<file path="config.mk">
export PLATFORM = sky130hd
export DESIGN_NAME = cfg_serial_loader
export DESIGN_NICKNAME = d
export VERILOG_FILES = /design/src/rtl/cfg_serial_pkg.sv /design/src/rtl/cfg_serial_dp.sv /design/src/rtl/cfg_serial_ctrl.sv /design/src/rtl/cfg_serial_loader.sv
export SDC_FILE = /design/constraint.sdc
export NUM_CORES = 1
export LEC_CHECK = 0
export BUFFER_PORTS_ARGS = -buffer_cell sky130_fd_sc_hd__buf_2
export CAP_MARGIN = 25
export CORE_ASPECT_RATIO = 1.5
export CORE_MARGIN = 1.5
export CORE_UTILIZATION = 54
export CTS_CLUSTER_DIAMETER = 200
export DETAILED_ROUTE_END_ITERATION = 8
export PLACE_DENSITY_LB_ADDON = 0.2
export SYNTH_ARGS = -nofsm -noshare
export SYNTH_HDL_FRONTEND = slang
export SYNTH_SLANG_ARGS = --single-unit
export TNS_END_PERCENT = 10
</file>
<file path="constraint.sdc">
create_clock -name clk -period 4.3 [get_ports clk]
set_input_delay 0.86 -clock clk [delete_from_list [all_inputs] [get_ports clk]]
set_output_delay 0.86 -clock clk [all_outputs]
set_load 0.01 [all_outputs]
</file>
<file path="src/rtl/cfg_serial_pkg.sv">
package cfg_serial_pkg;

  typedef enum logic [2:0] {
    PH_IDLE,
    PH_LEAD,
    PH_HIGH,
    PH_LOW,
    PH_TAIL,
    PH_GAP
  } phase_e;

  // strobes from the sequencer to the datapath
  typedef struct packed {
    logic loadWord;   // fetch an entry into the shifter
    logic firstWord;  // the fetch is entry 0
    logic shiftBit;   // advance to the next bit
    logic clearData;  // park the data line low
    logic timerRun;   // half-period timer counts
    logic longPhase;  // timer uses the inter-word gap limit
  } dp_ctl_t;

endpackage

</file>
<file path="src/rtl/cfg_serial_dp.sv">
module cfg_serial_dp
  import cfg_serial_pkg::*;
#(
  parameter int NUM_WORDS   = 4,
  parameter int WORD_W      = 22,
  parameter int HALF_CYCLES = 2,
  parameter int GAP_HALVES  = 2,
  parameter int IDX_W       = 2
) (
  input  logic                        clk,
  input  logic                        rstN,
  input  dp_ctl_t                     ctl,
  input  logic [IDX_W-1:0]            wordCount,
  input  logic [NUM_WORDS*WORD_W-1:0] regTable,
  output logic                        tick,
  output logic                        lastBit,
  output logic                        lastWord,
  output logic                        serData
);

  localparam int GAP_CYC = GAP_HALVES * HALF_CYCLES;
  localparam int MAX_CYC = (GAP_CYC > HALF_CYCLES) ? GAP_CYC : HALF_CYCLES;
  localparam int TMR_W   = $clog2(MAX_CYC + 1);
  localparam int BIT_W   = $clog2(WORD_W);
  localparam logic [TMR_W-1:0] HALF_LIM = TMR_W'(HALF_CYCLES - 1);
  localparam logic [TMR_W-1:0] GAP_LIM  = TMR_W'(GAP_CYC - 1);
  localparam logic [BIT_W-1:0] BIT_LAST = BIT_W'(WORD_W - 1);
  localparam logic [IDX_W-1:0] IDX_LAST = IDX_W'(NUM_WORDS - 1);

  logic [TMR_W-1:0]  phaseTmr;
  logic [BIT_W-1:0]  bitCnt;
  logic [IDX_W-1:0]  wordIdx;
  logic [IDX_W-1:0]  nextIdx;
  logic [WORD_W-1:0] shiftReg;
  logic [WORD_W-1:0] entry [NUM_WORDS];

  // split the flat table into entries
  for (genvar g = 0; g < NUM_WORDS; g++) begin : g_entry
    assign entry[g] = regTable[g*WORD_W +: WORD_W];
  end

  // half-period timer
  assign tick = (phaseTmr == (ctl.longPhase ? GAP_LIM : HALF_LIM));

  always_ff @(posedge clk or negedge rstN) begin
    if (!rstN) begin
      phaseTmr <= '0;
    end else if (!ctl.timerRun || tick) begin
      phaseTmr <= '0;
    end else begin
      phaseTmr <= phaseTmr + TMR_W'(1);
    end
  end

  // entry selection
  assign nextIdx  = ctl.firstWord ? '0 : wordIdx + IDX_W'(1);
  assign lastWord = (wordIdx == wordCount) || (wordIdx == IDX_LAST);
  assign lastBit  = (bitCnt == BIT_LAST);

  always_ff @(posedge clk or negedge rstN) begin
    if (!rstN) begin
      wordIdx <= '0;
    end else if (ctl.loadWord) begin
      wordIdx <= nextIdx;
    end
  end

  // output shifter, MSB leaves first
  always_ff @(posedge clk or negedge rstN) begin
    if (!rstN) begin
      shiftReg <= '0;
      bitCnt   <= '0;
    end else if (ctl.loadWord) begin
      shiftReg <= entry[nextIdx];
      bitCnt   <= '0;
    end else if (ctl.shiftBit) begin
      shiftReg <= {shiftReg[WORD_W-2:0], 1'b0};
      bitCnt   <= bitCnt + BIT_W'(1);
    end else if (ctl.clearData) begin
      shiftReg <= '0;
    end
  end

  assign serData = shiftReg[WORD_W-1];

  // a fresh word always starts counting from its MSB
  p_load_restarts_bits_r3: assert property (@(posedge clk) disable iff (!rstN)
    ctl.loadWord |=> (bitCnt == '0));

  // the bit counter never runs past the word
  p_bit_in_word_r3: assert property (@(posedge clk) disable iff (!rstN)
    ctl.shiftBit |-> (bitCnt != BIT_LAST));

endmodule

</file>
<file path="src/rtl/cfg_serial_ctrl.sv">
module cfg_serial_ctrl
  import cfg_serial_pkg::*;
(
  input  logic    clk,
  input  logic    rstN,
  input  logic    start,
  input  logic    tick,
  input  logic    lastBit,
  input  logic    lastWord,
  output dp_ctl_t ctl,
  output logic    serClk,
  output logic    serEnN,
  output logic    busy,
  output logic    done
);

  phase_e phase, nextPhase;
  logic   finishNow;

  always_comb begin
    nextPhase     = phase;
    ctl           = '0;
    ctl.timerRun  = (phase != PH_IDLE);
    ctl.longPhase = (phase == PH_GAP);
    unique case (phase)
      PH_IDLE: if (start) begin
        nextPhase     = PH_LEAD;
        ctl.loadWord  = 1'b1;
        ctl.firstWord = 1'b1;
      end
      PH_LEAD: if (tick) nextPhase = PH_HIGH;
      PH_HIGH: if (tick) begin
        if (lastBit) begin
          nextPhase = PH_TAIL;
        end else begin
          nextPhase    = PH_LOW;
          ctl.shiftBit = 1'b1;
        end
      end
      PH_LOW:  if (tick) nextPhase = PH_HIGH;
      PH_TAIL: if (tick) begin
        ctl.clearData = 1'b1;
        nextPhase     = lastWord ? PH_IDLE : PH_GAP;
      end
      PH_GAP:  if (tick) begin
        nextPhase    = PH_LEAD;
        ctl.loadWord = 1'b1;
      end
      default: nextPhase = PH_IDLE;
    endcase
  end

  assign finishNow = (phase == PH_TAIL) && tick && lastWord;

  // pins come straight from flops loaded with the next phase
  always_ff @(posedge clk or negedge rstN) begin
    if (!rstN) begin
      phase  <= PH_IDLE;
      serClk <= 1'b0;
      serEnN <= 1'b1;
      done   <= 1'b0;
    end else begin
      phase  <= nextPhase;
      serClk <= (nextPhase == PH_HIGH);
      serEnN <= (nextPhase == PH_IDLE) || (nextPhase == PH_GAP);
      done   <= finishNow;
    end
  end

  assign busy = (phase != PH_IDLE);

  // done lasts one cycle
  p_done_single_r8: assert property (@(posedge clk) disable iff (!rstN)
    done |=> !done);

  // done coincides with the return to idle
  p_done_when_idle_r8: assert property (@(posedge clk) disable iff (!rstN)
    done |-> !busy);

  // a session begins only on a start request
  p_busy_from_start_r2: assert property (@(posedge clk) disable iff (!rstN)
    $rose(busy) |-> $past(start));

  // a start in mid-word does not restart the word
  p_start_ignored_r9: assert property (@(posedge clk) disable iff (!rstN)
    (start && (phase == PH_HIGH || phase == PH_LOW)) |=>
      (phase == PH_HIGH || phase == PH_LOW || phase == PH_TAIL));

endmodule

</file>
<file path="src/rtl/cfg_serial_loader.sv">
module cfg_serial_loader
  import cfg_serial_pkg::*;
#(
  parameter int NUM_WORDS   = 4,
  parameter int DATA_W      = 18,
  parameter int ADDR_W      = 4,
  parameter int HALF_CYCLES = 2,
  parameter int GAP_HALVES  = 2,
  localparam int WORD_W     = DATA_W + ADDR_W,
  localparam int IDX_W      = (NUM_WORDS > 1) ? $clog2(NUM_WORDS) : 1
) (
  input  logic                        clk,
  input  logic                        rstN,
  input  logic                        start,
  input  logic [IDX_W-1:0]            wordCount,
  input  logic [NUM_WORDS*WORD_W-1:0] regTable,
  output logic                        serClk,
  output logic                        serEnN,
  output logic                        serData,
  output logic                        busy,
  output logic                        done
);

  dp_ctl_t ctl;
  logic    tick, lastBit, lastWord;

  cfg_serial_ctrl u_ctrl (
    .clk      (clk),
    .rstN     (rstN),
    .start    (start),
    .tick     (tick),
    .lastBit  (lastBit),
    .lastWord (lastWord),
    .ctl      (ctl),
    .serClk   (serClk),
    .serEnN   (serEnN),
    .busy     (busy),
    .done     (done)
  );

  cfg_serial_dp #(
    .NUM_WORDS   (NUM_WORDS),
    .WORD_W      (WORD_W),
    .HALF_CYCLES (HALF_CYCLES),
    .GAP_HALVES  (GAP_HALVES),
    .IDX_W       (IDX_W)
  ) u_dp (
    .clk       (clk),
    .rstN      (rstN),
    .ctl       (ctl),
    .wordCount (wordCount),
    .regTable  (regTable),
    .tick      (tick),
    .lastBit   (lastBit),
    .lastWord  (lastWord),
    .serData   (serData)
  );

  // the serial clock rests low while the device is deselected
  p_clk_parked_r5: assert property (@(posedge clk) disable iff (!rstN)
    serEnN |-> !serClk);

  // the data line rests low while the device is deselected
  p_data_parked_r4: assert property (@(posedge clk) disable iff (!rstN)
    serEnN |-> !serData);

  // data holds through every high phase of the serial clock
  p_data_hold_r4: assert property (@(posedge clk) disable iff (!rstN)
    serClk |-> $stable(serData));

endmodule

</file>
---- After elaboration in Yosys (flattened, before gate mapping) ----
Index checks and enable logic that the tools add are counted.
word-level totals
  output and inout port bits .............. 5
  bits of input ports ..................... 93
  logic and storage cells ................. 63
  register bits ........................... 38
cells by class
  eq/ne operators ......................... 11
  order comparisons ....................... 1
  bitwise logic cells ..................... 1
  muxes and demuxes ....................... 27
  add/subtract/negate cells ............... 3
  reduce and logical (&&, ||, !) cells .... 12
operator list
  kind                                                      number
  two-way mux 22 bit                                        5
  binary-select mux 22 bit (select 2 bit)                   1
  two-way mux 3 bit                                         8
  case mux 3 bit (5 select lines)                           1
  two-way mux 5 bit                                         2
  == test 3 x 2 -> 1 bit, second input constant             3
  == test 3 bit, second input constant                      3
  zero test 3 bit                                           2
  two-way mux 1 bit                                         6
  two-way mux 2 bit                                         3
  nonzero test 3 bit                                        2
  adder 5 x 1 -> 5 bit, second input constant               1
  == test 5 bit, second input constant                      1
  adder 3 x 1 -> 3 bit, second input constant               1
  == test 3 x 1 -> 1 bit, second input constant             1
  == test 3 bit                                             1
  greater-or-equal comparator 3 bit, second input constant  1
  logical OR 1 bit                                          3
  inverter 2 -> 3 bit                                       1
  adder 2 x 1 -> 2 bit, second input constant               1
  == test 2 bit                                             1
  == test 2 bit, second input constant                      1
  logical AND 1 bit                                         2
  case mux 1 bit (2 select lines)                           1
  3 further kinds                                           3

---- Logic depth before layout (Yosys ltp) ----
  word-level depth ........................ 8
  depth in mapped cells ................... 7
  mapped depth without buffers ............ 7

---- By module ----
From an unflattened synthesis, not the netlist that was laid out.
unflattened totals
  cell total of the unflattened synthesis .. 292
  area, all modules ....................... 2899.0 µm²
modules (own cells, without submodules)
  module           times used  area each (µm²)  cells each
  cfg_serial_dp    1           2521.2           253
  cfg_serial_ctrl  1           377.9            39

---- Worst setup path after synthesis ----
No wires, ideal clock.
  path kind ............................... in2reg
  start ................................... input port start
  end ..................................... register u_dp.shiftReg[17]
  path buffers ............................ 1
  setup time .............................. 0.126 ns
  required time ........................... 4.174 ns
  arrival time ............................ 1.936 ns
  cell stages on the path ................. 5
  slack ................................... 2.238 ns
  path through ............................ or4b_4 buf_2 o21ai_0 a221oi_2 a221o_1
on the way
  cells in the longest elaborated chain, start to end .. 8
  elaborated cells on any way between the ends .. 10
  those cells by class .................... 8 x mux; 1 x bitwise; 1 x reduce/logical
ends and longest elaborated chain
  what                                                    line                     RTL
  from (decl)                                             cfg_serial_loader.sv:14  input logic start,
  two-way mux 2 bit *                                     cfg_serial_ctrl.sv:26    PH_IDLE: if (start) begin
  two-way mux 1 bit                                       cfg_serial_ctrl.sv:25    unique case (phase)
  two-way mux 2 bit                                       cfg_serial_dp.sv:56      assign nextIdx = ctl.firstWord ? '0 : wordIdx + IDX_W'(1);
  inverter 2 -> 3 bit (implied by the code)               cfg_serial_dp.sv:74      shiftReg <= entry[nextIdx];
  binary-select mux 22 bit (select 2 bit)                 cfg_serial_dp.sv:74
  two-way mux 22 bit (implied by the code) (2 in series)  cfg_serial_dp.sv:74
  two-way mux 22 bit                                      cfg_serial_dp.sv:73      end else if (ctl.loadWord) begin
  to (signal assigned)                                    cfg_serial_dp.sv:74
  to (signal assigned)                                    cfg_serial_dp.sv:77      shiftReg <= {shiftReg[WORD_W-2:0], 1'b0};
  to (decl)                                               cfg_serial_dp.sv:34      logic [WORD_W-1:0] shiftReg;
Mark *: on every way between the ends. The rest lies on a longest branch, timed or not. The select of a mux whose other input is x is not followed.
A chain may end at the register's enable or synchronous reset.

---- Final worst setup path ----
  start ................................... register u_dp.wordIdx[1]
  end ..................................... register u_dp.shiftReg[10]
on the way
  cells in the longest elaborated chain, start to end .. 7
ends and longest elaborated chain
  what                                                    line                 RTL
  from (decl)                                             cfg_serial_dp.sv:32  logic [IDX_W-1:0] wordIdx;
  from (signal assigned)                                  cfg_serial_dp.sv:64  wordIdx <= nextIdx;
  adder 2 x 1 -> 2 bit                                    cfg_serial_dp.sv:56
  two-way mux 2 bit                                       cfg_serial_dp.sv:56
  inverter 2 -> 3 bit (implied by the code)               cfg_serial_dp.sv:74
  binary-select mux 22 bit (select 2 bit)                 cfg_serial_dp.sv:74
  two-way mux 22 bit (implied by the code) (2 in series)  cfg_serial_dp.sv:74
  two-way mux 22 bit                                      cfg_serial_dp.sv:73
Every way passes these cells. The select of a mux whose other input is x is not followed.

==> impl_results.md <==
- Share of cells above drive strength 1: 44.8%
- Dominant cells by area after synthesis: dfrtp_1 (33%), a221oi_2 (11%), mux2i_1 (8.3%)
- M1 GR Usage: 29.9%
- Worst skew pair latency: 0.30 ns
- Sw frac: 24.0%
- Pins Over Slew Limit: 0
- Busiest grt layer: met2
- Data required, critical path: 4.48 ns
- Residual DRC: 0
- Seq pwr share: 53.3%
- Total CTS buffers: 5
- Global routing met3 resource utilization: 5.30%
- Die area: 0.00558 mm²
- Starting density of the core: 56.7%
- Worst slack, placed: 1.73 ns
- DRT Wirelength: 6.87 mm
- Leak Pwr: 1.68 nW
- Via count: 2,440
- CTS H-tree depth: 2
- Rows: 31
- Crit path time final: 2.43 ns
- Top-count cell post-synth: dfrtp_1
- Async set-reset flop share out of synthesis: 100%
- Grt met2 use: 44.8%
- Detailed placement HPWL: 4.95 mm
- Syn_nets: 363
- Peak VDD IR: 0.145 mV
- Worst Path Max Fanout: 25
- Hold WC Path Type: reg2reg
- Top-area cell type share of the netlist area: 33.4%
- Largest area contributor in the netlist: dfrtp_1
- TritonRoute pass-1 iters: 4
- Boundary pin count: 98
- Iteration-0 DRC count of the detailed router: 103
- Vias/cell: 5.82
- Switching pwr: 0.000161 W
- Routability cong.: 0.812
- Max Clk Rate: 411 MHz
- Total GRT Usage: 25.6%
- Outcome: complete, no violations
- Worst Path Arrival: 2.62 ns
- DRT antenna net count: 0
- Post-Route Setup TNS: 0 ns
- Worst rel slew slack: 31.9%
- Internal power component: 0.000510 W
- Comb pwr share: 10.5%
- Post-synthesis sequential area ratio: 34.4%
- Initial antenna violation count: 0
- Routed wire per std cell: 16.4 µm
- Synth unique cells: 51
- Max Buffers Root-to-Sink: 2
- First-pass GRT wire length: 11.0 mm
- Nets: 449
- TritonCTS Sinks: 38
- Pin count of the biggest net entering global routing: 48
- Layout Utilization: 67.7%
- Clk pwr share: 36.2%
- Syn avg cell area: 10.4 µm²
- Std-Cell Core Area: 0.00489 mm²
- Max Cap Viol: 0
- Syn-to-layout area delta: 19.3%
- Die span in x: 61.5 µm
- Number of global-route vias before repair: 2,415
- Mapped Cells: 266
- I/O Buffers: 97
- Pwr Density: 203 mW/mm²
- Endpoints failing hold: 0
- Setup repair after global routing missed its margin: false
- Post-synth EDFFs: 0
- Final Setup Violations: 0
- Slew @ Worst Pin: 1.02 ns
- Crit path kind: reg2reg
- Post_cts resized: 0
- Root buf cell: clkbuf_8
- CP Launch Type: register
- DP Area: 0.00322 mm²
- Cts hold-fix bufs: 0
- Fin crit share: 56.6%
- Setup ws final: 1.87 ns
- CTS tree: built
- Synth Warn #: 0
- Post-Synthesis Cell Area: 0.00277 mm²
- Synthesis-stage register bit count: 38
- Design area: 0.00331 mm²
- Clk slew on worst S/H paths: 0.08 ns
- Synth cell count leaders: dfrtp_1 (37), nor2b_1 (24), o21ai_0 (24)
- Buffers inserted by post-CTS timing repair: 0
- Register-to-register path setup slack: 1.87 ns
- Top FF cell, synth: dfrtp_1
- Crit. End Element: register
- Total grt overflow: 0
- Antenna diodes: 0
- Setup skew after layout: 0.0106 ns
- Die Y: 90.7 µm
power by group through the flow:
stage | Clock (W) | Combinational [W] | Sequential [W]
final | 0.000243 | 0.0000707 | 0.000357
after global routing | 0.000261 | 0.0000786 | 0.000357
after CTS | 0.000247 | 0.0000717 | 0.000357
after detailed placement | 0 | 0.0000712 | 0.000364
after global placement | 0 | 0.0000697 | 0.000364
after floorplan | 0 | 0.0000201 | 0.000364
cell usage in the layout, fill, tap and decap left out, types with 2 or more instances in the layout:
cell type,count
nand4_1,2
clkbuf_8,5
buf_4,3
nand2_1,9
and3_1,2
nand3_1,2
a21oi_1,6
dfrtp_1,36
a221oi_2,20
nand2_2,20
xnor2_1,5
mux2i_1,23
nor3b_1,2
nor3_1,2
o21ai_0,24
clkinv_2,2
ha_1,4
inv_1,2
buf_2,97
xor2_1,5
nor2_1,8
nor2b_1,24
a221o_1,21
registers in the layout (all words and copies together) (netlist names):
| signal | flops |
|---|---|
| u_dp.shiftReg | 22 |
| u_dp.bitCnt | 5 |
| u_ctrl.phase | 3 |
| u_dp.phaseTmr | 3 |
| u_dp.wordIdx | 2 |
| u_ctrl.done | 1 |
| u_ctrl.serClk | 1 |
| u_ctrl.serEnN | 1 |
metrics by stage:
stage               power, W  instances  hold slack (ns)
floorplan           0.000384        266            0.457
global placement    0.000434        411            0.484
detailed placement  0.000435        411            0.495
CTS                 0.000676        419            0.517
global route        0.000697        419            0.534
finish              0.000671        419            0.510
cell families (layout without fill, tap and decap cells):
group | after synthesis | count (layout) | share of synthesized area [%]
multiplexers | 25 | 25 | 9.12
AND/OR/NAND/NOR | 87 | 87 | 19.6
buffers and inverters | 23 | 110 | 5.51
AO/OA/AOI/OAI | 79 | 79 | 26.5
adder cells (fa/ha/maj) | 4 | 4 | 1.81
flip-flops | 38 | 38 | 34.4
XOR/XNOR | 10 | 10 | 3.16
critical path, cell delays in order (launching register included):
cell      delay, ns
dfrtp_1        0.42
ha_1           0.73
inv_1          0.15
nor2_2         0.25
buf_4          0.36
a221oi_2       0.12
a221o_1        0.28
area by class of cell:
cell class | instances | area (µm²)
flip-flops and latches | 38 | 953
clock buffers | 6 | 72.6
repair buffers | 100 | 508
multi-input cells | 205 | 1670
fillers | 428 | 1580
clock inverters | 2 | 10.0
well taps | 66 | 82.6
inverters | 2 | 7.51
routing by layer:
| metal | up-vias | wire length (µm) |
|---|---|---|
| li1 | 1182 | - |
| met1 | 1177 | 2780 |
| met2 | 72 | 3670 |
| met3 | 9 | 338 |
| met4 | 0 | 86 |
| met5 | - | 0 |
path summary, 6_finish.rpt:
kind	start	end	cells after the start
setup / recovery	u_dp.wordIdx[1]	u_dp.shiftReg[10]	6
hold / removal	u_dp.shiftReg[0]	u_dp.shiftReg[0]	1
setup reg to reg	u_dp.wordIdx[1]	u_dp.shiftReg[10]	6
hold reg to reg	u_dp.shiftReg[0]	u_dp.shiftReg[0]	1
max in group asynchronous	rstN	u_dp.wordIdx[0]	1
min in group asynchronous	rstN	u_dp.shiftReg[15]	1
No activity file was read; power rests on OpenSTA's default activity.
